## src/rtl/nft_pkg.sv

```systemverilog
package nft_pkg;

    typedef enum logic [1:0] {
        PH_HI_A = 2'd0,
        PH_LO_A = 2'd1,
        PH_HI_B = 2'd2,
        PH_LO_B = 2'd3
    } phase_e;

endpackage

```

## src/rtl/nft_phase_ctr.sv

```systemverilog
module nft_phase_ctr
    import nft_pkg::*;
(
    input  logic   clk,
    input  logic   rst_n,
    output phase_e phase_o
);

    typedef struct packed {
        phase_e ph;
    } ctr_t;

    ctr_t ctr_d, ctr_q;
    logic [1:0] nxt;

    always_comb begin
        nxt      = ctr_q.ph + 2'd1;
        ctr_d.ph = phase_e'(nxt);
    end

    always_ff @(posedge clk or negedge rst_n) begin
        if (!rst_n) ctr_q <= '{ph: PH_HI_A};
        else        ctr_q <= ctr_d;
    end

    assign phase_o = ctr_q.ph;

endmodule

```

## src/rtl/nft_word_hold.sv

```systemverilog
module nft_word_hold #(
    parameter int LANES = 4,
    parameter int NIB_W = 4
) (
    input  logic                           clk,
    input  logic                           rst_n,
    input  logic                           cap_i,
    input  logic                           bypass_i,
    input  logic [2*LANES*2*NIB_W-1:0]     data_i,
    input  logic [2*LANES-1:0]             ctrl_i,
    input  logic [2*LANES*2*(NIB_W+1)-1:0] code_i,
    output logic                           bypass_o,
    output logic [2*LANES*2*NIB_W-1:0]     data_o,
    output logic [2*LANES-1:0]             ctrl_o,
    output logic [2*LANES*2*(NIB_W+1)-1:0] code_o
);

    localparam int WORD_W = 2 * LANES * 2 * NIB_W;
    localparam int CODE_T = 2 * LANES * 2 * (NIB_W + 1);

    typedef struct packed {
        logic                byp;
        logic [WORD_W-1:0]   data;
        logic [2*LANES-1:0]  ctrl;
        logic [CODE_T-1:0]   code;
    } hold_t;

    hold_t hold_d, hold_q;

    always_comb begin
        hold_d = hold_q;
        if (cap_i) begin
            hold_d.byp  = bypass_i;
            hold_d.data = data_i;
            hold_d.ctrl = ctrl_i;
            hold_d.code = code_i;
        end
    end

    always_ff @(posedge clk or negedge rst_n) begin
        if (!rst_n) hold_q <= '0;
        else        hold_q <= hold_d;
    end

    assign bypass_o = hold_q.byp;
    assign data_o   = hold_q.data;
    assign ctrl_o   = hold_q.ctrl;
    assign code_o   = hold_q.code;

endmodule

```

## src/rtl/nft_lane_mux.sv

```systemverilog
module nft_lane_mux
    import nft_pkg::*;
#(
    parameter int NIB_W = 4
) (
    input  phase_e                 phase_i,
    input  logic                   bypass_i,
    input  logic [2*NIB_W-1:0]     byte_a_i,
    input  logic [2*NIB_W-1:0]     byte_b_i,
    input  logic                   ctl_a_i,
    input  logic                   ctl_b_i,
    input  logic [2*(NIB_W+1)-1:0] grp_a_i,
    input  logic [2*(NIB_W+1)-1:0] grp_b_i,
    output logic [NIB_W-1:0]       nib_o,
    output logic                   ctl_o
);

    localparam int BYTE_W = 2 * NIB_W;
    localparam int HALF_W = NIB_W + 1;
    localparam int CODE_W = 2 * HALF_W;

    logic              second;
    logic              low;
    logic [BYTE_W-1:0] byte_s;
    logic              ctl_s;
    logic [CODE_W-1:0] grp_s;
    logic [HALF_W-1:0] half_s;

    always_comb begin
        second = phase_i[1];
        low    = phase_i[0];
        byte_s = second ? byte_b_i : byte_a_i;
        ctl_s  = second ? ctl_b_i  : ctl_a_i;
        grp_s  = second ? grp_b_i  : grp_a_i;
        half_s = low ? grp_s[HALF_W-1:0] : grp_s[CODE_W-1:HALF_W];
        if (bypass_i) begin
            nib_o = half_s[NIB_W-1:0];
            ctl_o = half_s[NIB_W];
        end else begin
            nib_o = low ? byte_s[NIB_W-1:0] : byte_s[BYTE_W-1:NIB_W];
            ctl_o = low ? 1'b0 : ctl_s;
        end
    end

endmodule

```

## src/rtl/nibble_fold_tx.sv

```systemverilog
module nibble_fold_tx
    import nft_pkg::*;
#(
    parameter int LANES = 4,
    parameter int NIB_W = 4
) (
    input  logic                           clk,
    input  logic                           rst_n,
    input  logic                           load_i,
    input  logic                           bypass_i,
    input  logic [2*LANES*2*NIB_W-1:0]     xg_data_i,
    input  logic [2*LANES-1:0]             xg_ctrl_i,
    input  logic [2*LANES*2*(NIB_W+1)-1:0] code_i,
    output logic [LANES*NIB_W-1:0]         lane_data_o,
    output logic [LANES-1:0]               lane_ctrl_o,
    output logic                           frame_o
);

    localparam int BYTE_W = 2 * NIB_W;
    localparam int CODE_W = 2 * (NIB_W + 1);
    localparam int WORD_W = 2 * LANES * BYTE_W;
    localparam int CODE_T = 2 * LANES * CODE_W;

    phase_e              phase;
    logic                cap;
    logic                byp_q;
    logic [WORD_W-1:0]   data_q;
    logic [2*LANES-1:0]  ctrl_q;
    logic [CODE_T-1:0]   code_q;

    nft_phase_ctr u_ctr (
        .clk     (clk),
        .rst_n   (rst_n),
        .phase_o (phase)
    );

    // new word only on the last fast cycle of the frame
    assign cap = load_i && (phase == PH_LO_B);

    nft_word_hold #(.LANES(LANES), .NIB_W(NIB_W)) u_hold (
        .clk      (clk),
        .rst_n    (rst_n),
        .cap_i    (cap),
        .bypass_i (bypass_i),
        .data_i   (xg_data_i),
        .ctrl_i   (xg_ctrl_i),
        .code_i   (code_i),
        .bypass_o (byp_q),
        .data_o   (data_q),
        .ctrl_o   (ctrl_q),
        .code_o   (code_q)
    );

    for (genvar k = 0; k < LANES; k++) begin : g_lane
        nft_lane_mux #(.NIB_W(NIB_W)) u_lane (
            .phase_i  (phase),
            .bypass_i (byp_q),
            .byte_a_i (data_q[k*BYTE_W +: BYTE_W]),
            .byte_b_i (data_q[(k+LANES)*BYTE_W +: BYTE_W]),
            .ctl_a_i  (ctrl_q[k]),
            .ctl_b_i  (ctrl_q[k+LANES]),
            .grp_a_i  (code_q[k*CODE_W +: CODE_W]),
            .grp_b_i  (code_q[(k+LANES)*CODE_W +: CODE_W]),
            .nib_o    (lane_data_o[k*NIB_W +: NIB_W]),
            .ctl_o    (lane_ctrl_o[k])
        );
    end

    assign frame_o = (phase == PH_HI_A);

endmodule

```

## config.mk

```make
export PLATFORM = sky130hd
export DESIGN_NAME = nibble_fold_tx
export DESIGN_NICKNAME = d
export VERILOG_FILES = /design/src/rtl/nft_pkg.sv /design/src/rtl/nft_phase_ctr.sv /design/src/rtl/nft_word_hold.sv /design/src/rtl/nft_lane_mux.sv /design/src/rtl/nibble_fold_tx.sv
export SDC_FILE = /design/constraint.sdc
export NUM_CORES = 1
export LEC_CHECK = 0
export ABC_AREA = 0
export ABC_CLOCK_PERIOD_IN_PS = 2280
export CAP_MARGIN = 20
export CORE_ASPECT_RATIO = 1.1
export CORE_UTILIZATION = 57
export CTS_CLUSTER_DIAMETER = 150
export CTS_CLUSTER_SIZE = 12
export DETAILED_ROUTE_END_ITERATION = 10
export DONT_BUFFER_PORTS = 1
export HOLD_SLACK_MARGIN = 0.03
export PLACE_DENSITY = 0.69
export REMOVE_ABC_BUFFERS = 1
export SKIP_CTS_REPAIR_TIMING = 1
export SYNTH_ARGS = -nofsm -noshare
export SYNTH_HDL_FRONTEND = slang
export SYNTH_SLANG_ARGS = --single-unit
```

## constraint.sdc

```tcl
create_clock -name clk -period 2.28 [get_ports clk]
set_input_delay 0.342 -clock clk [delete_from_list [all_inputs] [get_ports clk]]
set_output_delay 0.342 -clock clk [all_outputs]
set_load 0.01 [all_outputs]
```

* Yosys cells after proc, flatten, opt, wreduce, memory -nomap -nowiden
Cells that the tools add are included.
** Word-level totals
- Register bits :: 155
- Bits of input ports :: 156
- Output and inout bits :: 21
- Word-level logic and storage cells :: 41
** Operators by class
- Add/subtract/negate cells :: 1
- Equal/unequal tests :: 1
- Muxes and demuxes :: 32
- Reductions and logical operators :: 2
** Operator list (number)
- two-way mux 10 bit :: 4
- two-way mux 4 bit :: 8
- two-way mux 8 bit :: 4
- two-way mux 5 bit :: 4
- two-way mux 1 bit :: 12
- adder 2 x 1 -> 2 bit (second input constant) :: 1
- == test 2 bit (second input constant) :: 1
- zero test 2 bit :: 1
- logical AND 1 bit :: 1

* Depth between registers and ports, before layout
Gate-level depths: netlist of the first run.
- Depth in word-level cells :: 3
- Depth in mapped cells :: 6
- Gate-level depth less buffers :: 3

* Hierarchy
Synthesis of the first run repeated with hierarchy kept, for this count alone.
** Unflattened totals
- Cells, all modules :: 409
- Area, all modules :: 7349.5 um^2
** By module, submodules not included
- nft_word_hold :: instances 1, cells an instance 323, area each 5955.7 um^2, seq. area each 3828.7 um^2
- nft_lane_mux :: instances 4, cells an instance 20, area each 330.3 um^2, seq. area each 0.0 um^2
- nft_phase_ctr :: instances 1, cells an instance 4, area each 62.6 um^2, seq. area each 50.0 um^2
- nibble_fold_tx :: instances 1, cells an instance 2, area each 10.0 um^2, seq. area each 0.0 um^2

* Worst setup path after synthesis of the first run
Ideal clock, no wire load.
- Path kind :: register to output
- Start point :: reg u_ctr.ctr_q, in the netlist u_ctr.phase_o[0]
- End point :: out lane_data_o[10]
- Data arrival time :: 1.492 ns
- Required time :: 1.938 ns
- Path slack :: 0.446 ns
- Stages on the path, launching flop included :: 5
- Path buffers :: 2
- Cells stage by stage :: dfrtp_1 -> buf_2 -> clkbuf_1 -> mux4_2 -> mux2_2
** Between the ends
- Longest elaborated chain between the ends :: 2
- Elaborated cells on any way between the ends :: 3
- Those cells by class :: mux: 3
** RTL lines
- start, declared :: line nft_phase_ctr.sv:13 : ctr_t ctr_d, ctr_q;
- start signal, assigned :: line nft_phase_ctr.sv:22 : if (!rst_n) ctr_q <= '{ph: PH_HI_A};
- start signal, assigned :: line nft_phase_ctr.sv:23 : else ctr_q <= ctr_d;
- two-way mux 4 bit or two-way mux 5 bit (tied branches) :: line nft_lane_mux.sv:40, nft_lane_mux.sv:35
- two-way mux 4 bit * :: line nft_lane_mux.sv:36 : if (bypass_i) begin
- end, declared :: line nibble_fold_tx.sv:14 : output logic [LANES*NIB_W-1:0] lane_data_o,
Every way passes the cells marked *; elsewhere a longest branch is shown, timed or not.

* Final worst setup path of the first run
- Start point :: reg u_ctr.ctr_q, in the netlist u_ctr.phase_o[0]
- End point :: out lane_data_o[14]
Same word-level chain as after synthesis.

==> results of run 1 <==
==> metal layers <==
layer | track usage [%] | vias to the layer above | routed length, um
met1 | 26.7 | 1820 | 5050
met3 | 9.75 | 7 | 1200
met5 | 0 | - | 13
met4 | 5.91 | 2 | 80
met2 | 33.7 | 111 | 6170
li1 | - | 1560 | -
==> cell usage after synthesis, types with 3 or more instances <==
| cell type | n |
|---|---|
| dfrtp_1 | 155 |
| o32a_1 | 4 |
| mux4_2 | 32 |
| mux2i_1 | 12 |
| o21ai_0 | 4 |
| buf_1 | 4 |
| buf_2 | 18 |
| nand2_1 | 3 |
| mux2_2 | 167 |
| buf_4 | 4 |
==> path summary, 6_finish.rpt <==
path,from,end,depth (start not counted)
worst max register to register,u_ctr.phase_o[1],u_hold.code_o[67],5
min in group clk,xg_data_i[59],u_hold.data_o[59],1
max in group asynchronous,rst_n,u_hold.bypass_o,0
worst max-delay path,u_ctr.phase_o[0],lane_data_o[14],3
worst min-delay path,rst_n,u_hold.code_o[5],0
worst min register to register,u_hold.code_o[20],u_hold.code_o[20],1
==> cell families after synthesis <==
group | after synthesis | synth area share [%]
DFF | 155 | 56.1
AOI/OAI and AO/OA | 8 | 0.868
muxes | 213 | 39.8
adders and majority gates | 2 | 0.362
buffers and inverters | 33 | 2.78
and+or+nand+nor | 3 | 0.163
==> flip-flops by register name, summed over array words and instances, names as in the netlist <==
register	flops
u_hold.ctrl_o	8
u_hold.bypass_o	1
u_hold.data_o	64
u_hold.code_o	80
u_ctr.phase_o	2
==> placed cells by master, fill, tap and decap left out, types with 3 or more instances in the layout <==
cell	n
mux4_2	32
mux2_2	163
buf_4	15
mux2_4	6
clkinvlp_4	5
o21ai_0	3
buf_12	5
dfrtp_1	152
clkbuf_16	17
mux2i_1	12
o32a_1	4
clkinv_2	4
==> report_power, final <==
part	total [uW]	switching, uW	internal, uW
clock	2590	1040	1550
combinational	488	150	338
sequential	3160	137	3020
total	6240	1330	4910
==> layout make-up <==
| cell class | instances | area share, % |
|---|---|---|
| diodes | 2 | 0.0647 |
| clock buffers | 21 | 5.95 |
| clock inverters | 11 | 1.25 |
| inverters | 2 | 0.0970 |
| multi-input cells | 226 | 37.1 |
| flip-flops and latches | 155 | 50.2 |
| well taps | 150 | 2.43 |
| repair buffers | 21 | 2.90 |
==> through the flow <==
step	power, uW	setup slack [ns]	TNS, ns	instance area [um^2]	std cells
6_report	6240	0.0685	0	7740	588
5_1_grt	6490	-0.00508	-0.00973	7730	586
4_1_cts	6310	-0.0781	-0.258	7680	582
3_5_place_dp	3690	0.370	0	7120	550
3_3_place_gp	3660	0.362	0	7120	550
2_1_floorplan	3570	-3.33	-517.73	6730	383
==> run_results.csv, run 1 <==
group,metric,value,unit
synthesis,ys.flop_type,"dfrtp_1",
power,ir_drop,0.470,mV
synthesis,synth_seq_cells,155,
sta,hold_slack,-0.370,ns
synthesis,yosysWarningCount,0,
power,powerDensity,807,nW/um^2
sta,max_slew_margin,73.2,%
floorplan,fp.coreArea,11600,um^2
floorplan,die_y,118,um
flow_run,max-cap-violations,0,
critical_path,slowest_stage,"dfrtp_4",
critical_path,critPathKind,"reg2out",
critical_path,path_buf_inv,1,
place,gp_congestion,0.745,
cts,insertion_delay,0.40,ns
hold_path,hp-class,"in2async",
place,dp_hpwl,8.64,mm
power,power.leakage,0.00328,uW
sta,grt_setup_unrepaired,"true",
drt,drt_wl_total,12.5,mm
floorplan,die_area,12600,um^2
cells_and_area,layout-drive-gt1-share,58.7,%
synthesis,syn_area_per_cell,16.7,um^2
drt,post_drt_wl_per_cell,21.3,um
cts,clockBufferDepth,2,
critical_path,critical_path.max_stage_delay,0.53,ns
sta,finalCriticalPeriod,2.21,ns
synthesis,synth_edf_count,0,
synthesis,ys_types,16,
synthesis,async_reset_ff_share,100,%
grt,antenna_found_initial,3,
synthesis,synth_area_leader_cell,"dfrtp_1",
grt,grt_pass1_wl,20.0,mm
cells_and_area,multi_input_area,2870,um^2
critical_path,crit_family,"multiplexers",
synthesis,syn_inst,414,
cts,cts.clk_slew.worst_paths,0.06,ns
grt,grt_max_degree,156,
status,violations,"negative hold slack",
cts,h-tree-depth,4,
cts,cts_tree,"done",
critical_path,critPathLaunchType,"register",
cts,clock_sinks,155,
place,place.port_buffers,0,
cells_and_area,nets,581,
drt,vias,3500,
synthesis,ys_seq_area_share,56.1,%
sta,slew_viol_final,0,
sta,max_freq,0.452,GHz
cells_and_area,area_delta_synth_final,11.8,%
synthesis,synth_top_area_share,56.1,%
sta,skew,0.00893,ns
grt,track_usage,21.4,%
synthesis,yosys-top-cells-area,"dfrtp_1 56%, mux2_2 27%, mux4_2 10%",
cts,root_buffer,"clkbuf_16",
synthesis,synthesis.area,6920,um^2
floorplan,num_rows,41,
sta,hold_viol_final,155,
status,status,"finished, violations left",
sta,worst_pin_slew,0.402,ns
critical_path,crit_path_cell_trace,"buf_4, mux4_2, mux2_2",
grt,grt_remaining_overflow,0,
drt,drtPass1Iterations,4,
critical_path,end_kind,"primary output",
grt,grt_pass1_vias,3906,
floorplan,start_util,59.4,%
cells_and_area,fillers,842,
floorplan,ioPinCount,177,
critical_path,path_max_fanout,13,
cells_and_area,seq_area,3880,um^2
critical_path,r2r_setup_slack,0.39,ns
drt,viasPerCell,5.95,
drt,drtIter0Drc,139,
sta,finalSetupViolations,0,
sta,fin_crit_sh,97.0,%
critical_path,worstPathArrival,1.87,ns
floorplan,die_w,107,um
cells_and_area,utilization,66.4,%
cts,numCtsBuffers,17,
critical_path,crit_required,1.94,ns
drt,drcViolationCount,0,
drt,ant_nets,0,
Note: power is estimated with default switching activity, not from simulation.
==> run 2, diff against run 1 <==
--- a/config.mk
+++ b/config.mk
@@ -6,16 +6,15 @@
 export NUM_CORES = 1
 export LEC_CHECK = 0
 export ABC_AREA = 0
-export ABC_CLOCK_PERIOD_IN_PS = 2280
 export CAP_MARGIN = 20
 export CORE_ASPECT_RATIO = 1.1
-export CORE_UTILIZATION = 57
+export CORE_UTILIZATION = 43
 export CTS_CLUSTER_DIAMETER = 150
 export CTS_CLUSTER_SIZE = 12
 export DETAILED_ROUTE_END_ITERATION = 10
 export DONT_BUFFER_PORTS = 1
 export HOLD_SLACK_MARGIN = 0.03
-export PLACE_DENSITY = 0.69
+export PLACE_DENSITY = 0.55
 export REMOVE_ABC_BUFFERS = 1
 export SKIP_CTS_REPAIR_TIMING = 1
 export SYNTH_ARGS = -nofsm -noshare
==> run_results.csv, run 2 (synthesis gave the netlist of run 1 again) <==
group,metric,value,unit
place,dp_hpwl,9.02,mm
cts,clockBufferDepth,2,
critical_path,path_max_fanout,21,
critical_path,r2r_setup_slack,0.38,ns
status,status,"finished, violations left",
floorplan,fp.coreArea,15700,um^2
floorplan,ioPinCount,177,
cts,cts_tree,"done",
hold_path,hp-class,"in2async",
power,ir_drop,0.507,mV
status,violations,"negative hold slack",
grt,grt_remaining_overflow,0,
cells_and_area,utilization,49.7,%
cells_and_area,largest_reg_flops,80,
sta,grt_setup_unrepaired,"true",
cells_and_area,fin_area,7810,um^2
drt,drtPass1Iterations,4,
floorplan,die_w,123,um
cts,numCtsBuffers,17,
cells_and_area,layout-drive-gt1-share,58.6,%
floorplan,die_area,16600,um^2
cts,h-tree-depth,4,
cts,cts.clk_slew.worst_paths,0.06,ns
drt,drtIter0Drc,114,
critical_path,critPathLaunchType,"register",
cells_and_area,nets,583,
floorplan,start_util,44.0,%
drt,post_drt_wl_per_cell,21.0,um
critical_path,rr_startpoint,"u_ctr.phase_o[0]",
grt,grt_max_degree,156,
grt,track_usage,16.9,%
sta,worst_pin_slew,0.492,ns
sta,skew,0.00594,ns
floorplan,num_rows,48,
critical_path,crit_required,1.94,ns
sta,slew_viol_final,0,
critical_path,worstPathArrival,1.89,ns
power,powerDensity,810,nW/um^2
floorplan,die_y,135,um
drt,ant_nets,0,
drt,drcViolationCount,0,
critical_path,critPathLaunch,"u_ctr.phase_o[1]",
power,power.leakage,0.00330,uW
drt,vias,3482,
sta,hold_slack,-0.379,ns
cts,insertion_delay,0.42,ns
place,place_area,7160,um^2
cells_and_area,final_common_cell,"mux2_2",
drt,drt_wl_total,13.4,mm
cells_and_area,area_delta_synth_final,12.9,%
sta,finalCriticalPeriod,2.23,ns
sta,fin_crit_sh,97.8,%
place,gp_congestion,0.704,
grt,grt_pass1_vias,3847,
cts,clock_sinks,155,
place,place.port_buffers,0,
grt,antenna_found_initial,2,
drt,viasPerCell,5.47,
critical_path,critPathKind,"reg2out",
sta,finalSetupViolations,0,
critical_path,end_kind,"primary output",
cells_and_area,antenna_cells,0,
cts,root_buffer,"clkbuf_16",
cells_and_area,layout_common_cells,"161 x mux2_2, 153 x dfrtp_1, 32 x mux4_2",
flow_run,max-cap-violations,0,
grt,grt_pass1_wl,20.5,mm
sta,max_freq,0.449,GHz
sta,max_slew_margin,67.2,%
sta,hold_viol_final,155,
## run 2: cell count changes in the layout (fill, tap and decap cells not counted), moves of 2 or more
cell        delta
buf_4          +3
clkbuf_8       -2
clkinvlp_4     -2
diode_2        -2
mux2_2         -2
mux2_4         +2
## run 2: through the flow
step / hold slack [ns] / std cells / worst slack (ns) / total power, uW / TNS [ns]
2_1_floorplan: 0.0464 / 383 / -3.33 / 3570 / -517.73
3_3_place_gp: 0.0495 / 597 / 0.374 / 3660 / 0
3_5_place_dp: 0.0506 / 597 / 0.351 / 3680 / 0
4_1_cts: -0.404 / 628 / -0.109 / 6420 / -1.12
5_1_grt: -0.408 / 637 / -0.0132 / 6590 / -0.0696
6_report: -0.379 / 637 / 0.0505 / 6330 / 0
## run 2: worst max-delay path, stage by stage (launching register included)
cell	delay, ns
dfrtp_2	0.41
buf_12	0.23
mux4_2	0.54
mux2_4	0.30
## run 2: metal layers
metal / track usage [%] / up-vias / wire (um)
met5: 0 / - / 27
met3: 6.42 / 23 / 1020
li1: - / 1557 / -
met2: 27.4 / 99 / 6810
met1: 19.7 / 1799 / 5240
met4: 7.72 / 4 / 268
## run 2: area by class of cell
type	instances	area, um^2
sequential	155	3880
timing repair buffer	23	235
tap	200	250
clock buffer	19	433
multi-input combinational	226	2880
fill	1362	7920
inverter	2	7.51
clock inverter	12	125
## run 2: power breakdown
group          internal [uW]  total (uW)  switching, uW  leakage (uW)
registers               3020        3160            132       0.00181
clock network           1600        2690           1090      0.000269
logic                    332         483            151       0.00122
## run 2: worst paths after layout
check | end | cells after the start
hold / removal | u_hold.data_o[36] | 0
setup / recovery | lane_data_o[10] | 3
max in group asynchronous | u_ctr.phase_o[0] | 0
setup reg to reg | u_hold.data_o[2] | 5
min in group clk | u_hold.data_o[9] | 1
hold reg to reg | u_hold.data_o[18] | 1
==> run 3, diff against run 2 <==
--- a/config.mk
+++ b/config.mk
@@ -6,7 +6,9 @@
 export NUM_CORES = 1
 export LEC_CHECK = 0
 export ABC_AREA = 0
-export CAP_MARGIN = 20
+export CAP_MARGIN = 5
+export CELL_PAD_IN_SITES_DETAIL_PLACEMENT = 0
+export CELL_PAD_IN_SITES_GLOBAL_PLACEMENT = 1
 export CORE_ASPECT_RATIO = 1.1
 export CORE_UTILIZATION = 43
 export CTS_CLUSTER_DIAMETER = 150
@@ -14,7 +16,7 @@
 export DETAILED_ROUTE_END_ITERATION = 10
 export DONT_BUFFER_PORTS = 1
 export HOLD_SLACK_MARGIN = 0.03
-export PLACE_DENSITY = 0.55
+export PLACE_DENSITY = 0.64
 export REMOVE_ABC_BUFFERS = 1
 export SKIP_CTS_REPAIR_TIMING = 1
 export SYNTH_ARGS = -nofsm -noshare
==> run_results.csv, run 3 (synthesis gave the netlist of run 1 again) <==
group,metric,value,unit
drt,post_drt_wl_per_cell,22.0,um
grt,track_usage,17.5,%
sta,slew_viol_final,0,
grt,grt_pass1_vias,3890,
drt,viasPerCell,5.57,
drt,drcViolationCount,0,
sta,hold_slack,-0.385,ns
power,power_frac_clock,45.2,%
cells_and_area,nets,580,
grt,grt_max_degree,156,
sta,setup_tns,0,ns
power,switchingPower,1420,uW
power,comb_power_share,7.5,%
cts,cts.clk_slew.worst_paths,0.06,ns
place,gp_congestion,0.708,
flow_run,max-cap-violations,0,
grt,grt_remaining_overflow,0,
cells_and_area,layout-drive-gt1-share,58.9,%
cts,clockBufferDepth,2,
cts,root_buffer,"clkbuf_16",
critical_path,rr_startpoint,"u_ctr.phase_o[1]",
status,violations,"negative hold slack",
floorplan,fp.coreArea,15700,um^2
cells_and_area,final_common_cell,"mux2_2",
cells_and_area,largest_reg_flops,80,
cts,cts_tree,"done",
power,ir_drop,0.515,mV
cells_and_area,utilization,50.4,%
status,status,"finished, violations left",
power,p_int,5270,uW
floorplan,die_w,123,um
critical_path,end_kind,"primary output",
sta,skew,0.00721,ns
drt,vias,3543,
floorplan,num_rows,48,
sta,max_freq,0.443,GHz
floorplan,die_area,16600,um^2
sta,max_slew_margin,64.8,%
cells_and_area,layout_common_cells,"158 x mux2_2, 153 x dfrtp_1, 32 x mux4_2",
critical_path,path_max_fanout,12,
critical_path,critPathLaunch,"u_ctr.phase_o[1]",
sta,hold_viol_final,155,
place,dp_hpwl,9.46,mm
critical_path,crit_required,1.94,ns
sta,finalCriticalPeriod,2.26,ns
cells_and_area,area_delta_synth_final,14.5,%
hold_path,hp-class,"in2async",
place,place.port_buffers,0,
power,sequentialPowerShare,47.3,%
cts,numCtsBuffers,17,
cts,h-tree-depth,4,
power,switching_share,21.3,%
critical_path,critPathLaunchType,"register",
floorplan,start_util,44.0,%
sta,fin_ws,0.0230,ns
cells_and_area,fin_area,7920,um^2
drt,drtPass1Iterations,4,
grt,grt_pass1_wl,21.0,mm
cts,clock_sinks,155,
sta,worst_pin_slew,0.528,ns
sta,grt_setup_unrepaired,"true",
floorplan,die_y,135,um
place,place_area,7180,um^2
sta,finalSetupViolations,0,
floorplan,ioPinCount,177,
place,post-place-ws,0.360,ns
critical_path,critPathKind,"reg2out",
drt,drt_wl_total,14.0,mm
drt,drtIter0Drc,99,
drt,ant_nets,0,
power,powerDensity,844,nW/um^2
cts,insertion_delay,0.42,ns
grt,antenna_found_initial,2,
critical_path,worstPathArrival,1.91,ns
power,power.leakage,0.00336,uW
sta,fin_crit_sh,99.0,%
run 3: changes by cell type in the layout (fill, tap and decap cells not counted), sizes merged:
cell	previous run	this run
buf	23	19
inv	3	5
bufinv	2	4
diode	0	1
clkbuf	19	20
clkinv	6	3
run 3: per-stage QoR:
| step | total power (uW) | cells |
|---|---|---|
| 2_1_floorplan | 3570 | 383 |
| 3_3_place_gp | 3670 | 598 |
| 3_5_place_dp | 3700 | 598 |
| 4_1_cts | 6760 | 630 |
| 5_1_grt | 6980 | 636 |
| 6_report | 6690 | 636 |
run 3: path summary, 6_finish.rpt:
| check | cells past startpoint | slack (ns) | to |
|---|---|---|---|
| max in group asynchronous | 0 | 2.35 | u_ctr.phase_o[0] |
| hold reg to reg | 1 | 0.50 | u_hold.data_o[27] |
| hold / removal | 0 | -0.39 | u_hold.data_o[9] |
| setup / recovery | 3 | 0.02 | lane_data_o[1] |
| setup reg to reg | 5 | 0.44 | u_hold.code_o[25] |
| min in group clk | 1 | 0.07 | u_hold.data_o[50] |
run 3: power groups by stage:
stage	Clock, uW	Sequential, uW	Combinational, uW
2_1_floorplan	0	3160	412
3_5_place_dp	0	3210	489
4_1_cts	3110	3160	491
6_report	3030	3160	499
3_3_place_gp	0	3200	473
5_1_grt	3240	3190	544
run 3: per-layer routing:
metal | vias to the layer above | global-route usage (%) | part of all wire, % | wire length [um]
li1 | 1561 | - | - | -
met1 | 1876 | 18.8 | 37 | 5230
met2 | 93 | 30.2 | 53 | 7410
met3 | 13 | 7.52 | 8.1 | 1130
met4 | 0 | 6.50 | 1.4 | 197
met5 | - | 0 | 0 | 0
run 3: cell type report:
cell class / instances / area (um^2)
diodes: 1 / 2.50
clock buffers: 19 / 453
clock inverters: 13 / 188
fillers: 1366 / 7810
inverters: 2 / 7.51
multi-input cells: 226 / 2890
flip-flops and latches: 155 / 3880
well taps: 200 / 250
repair buffers: 20 / 250
run 3: critical path: stages, from the launching register on:
cell	delay [ns]
dfrtp_2	0.45
buf_8	0.21
mux4_2	0.52
mux2_2	0.31
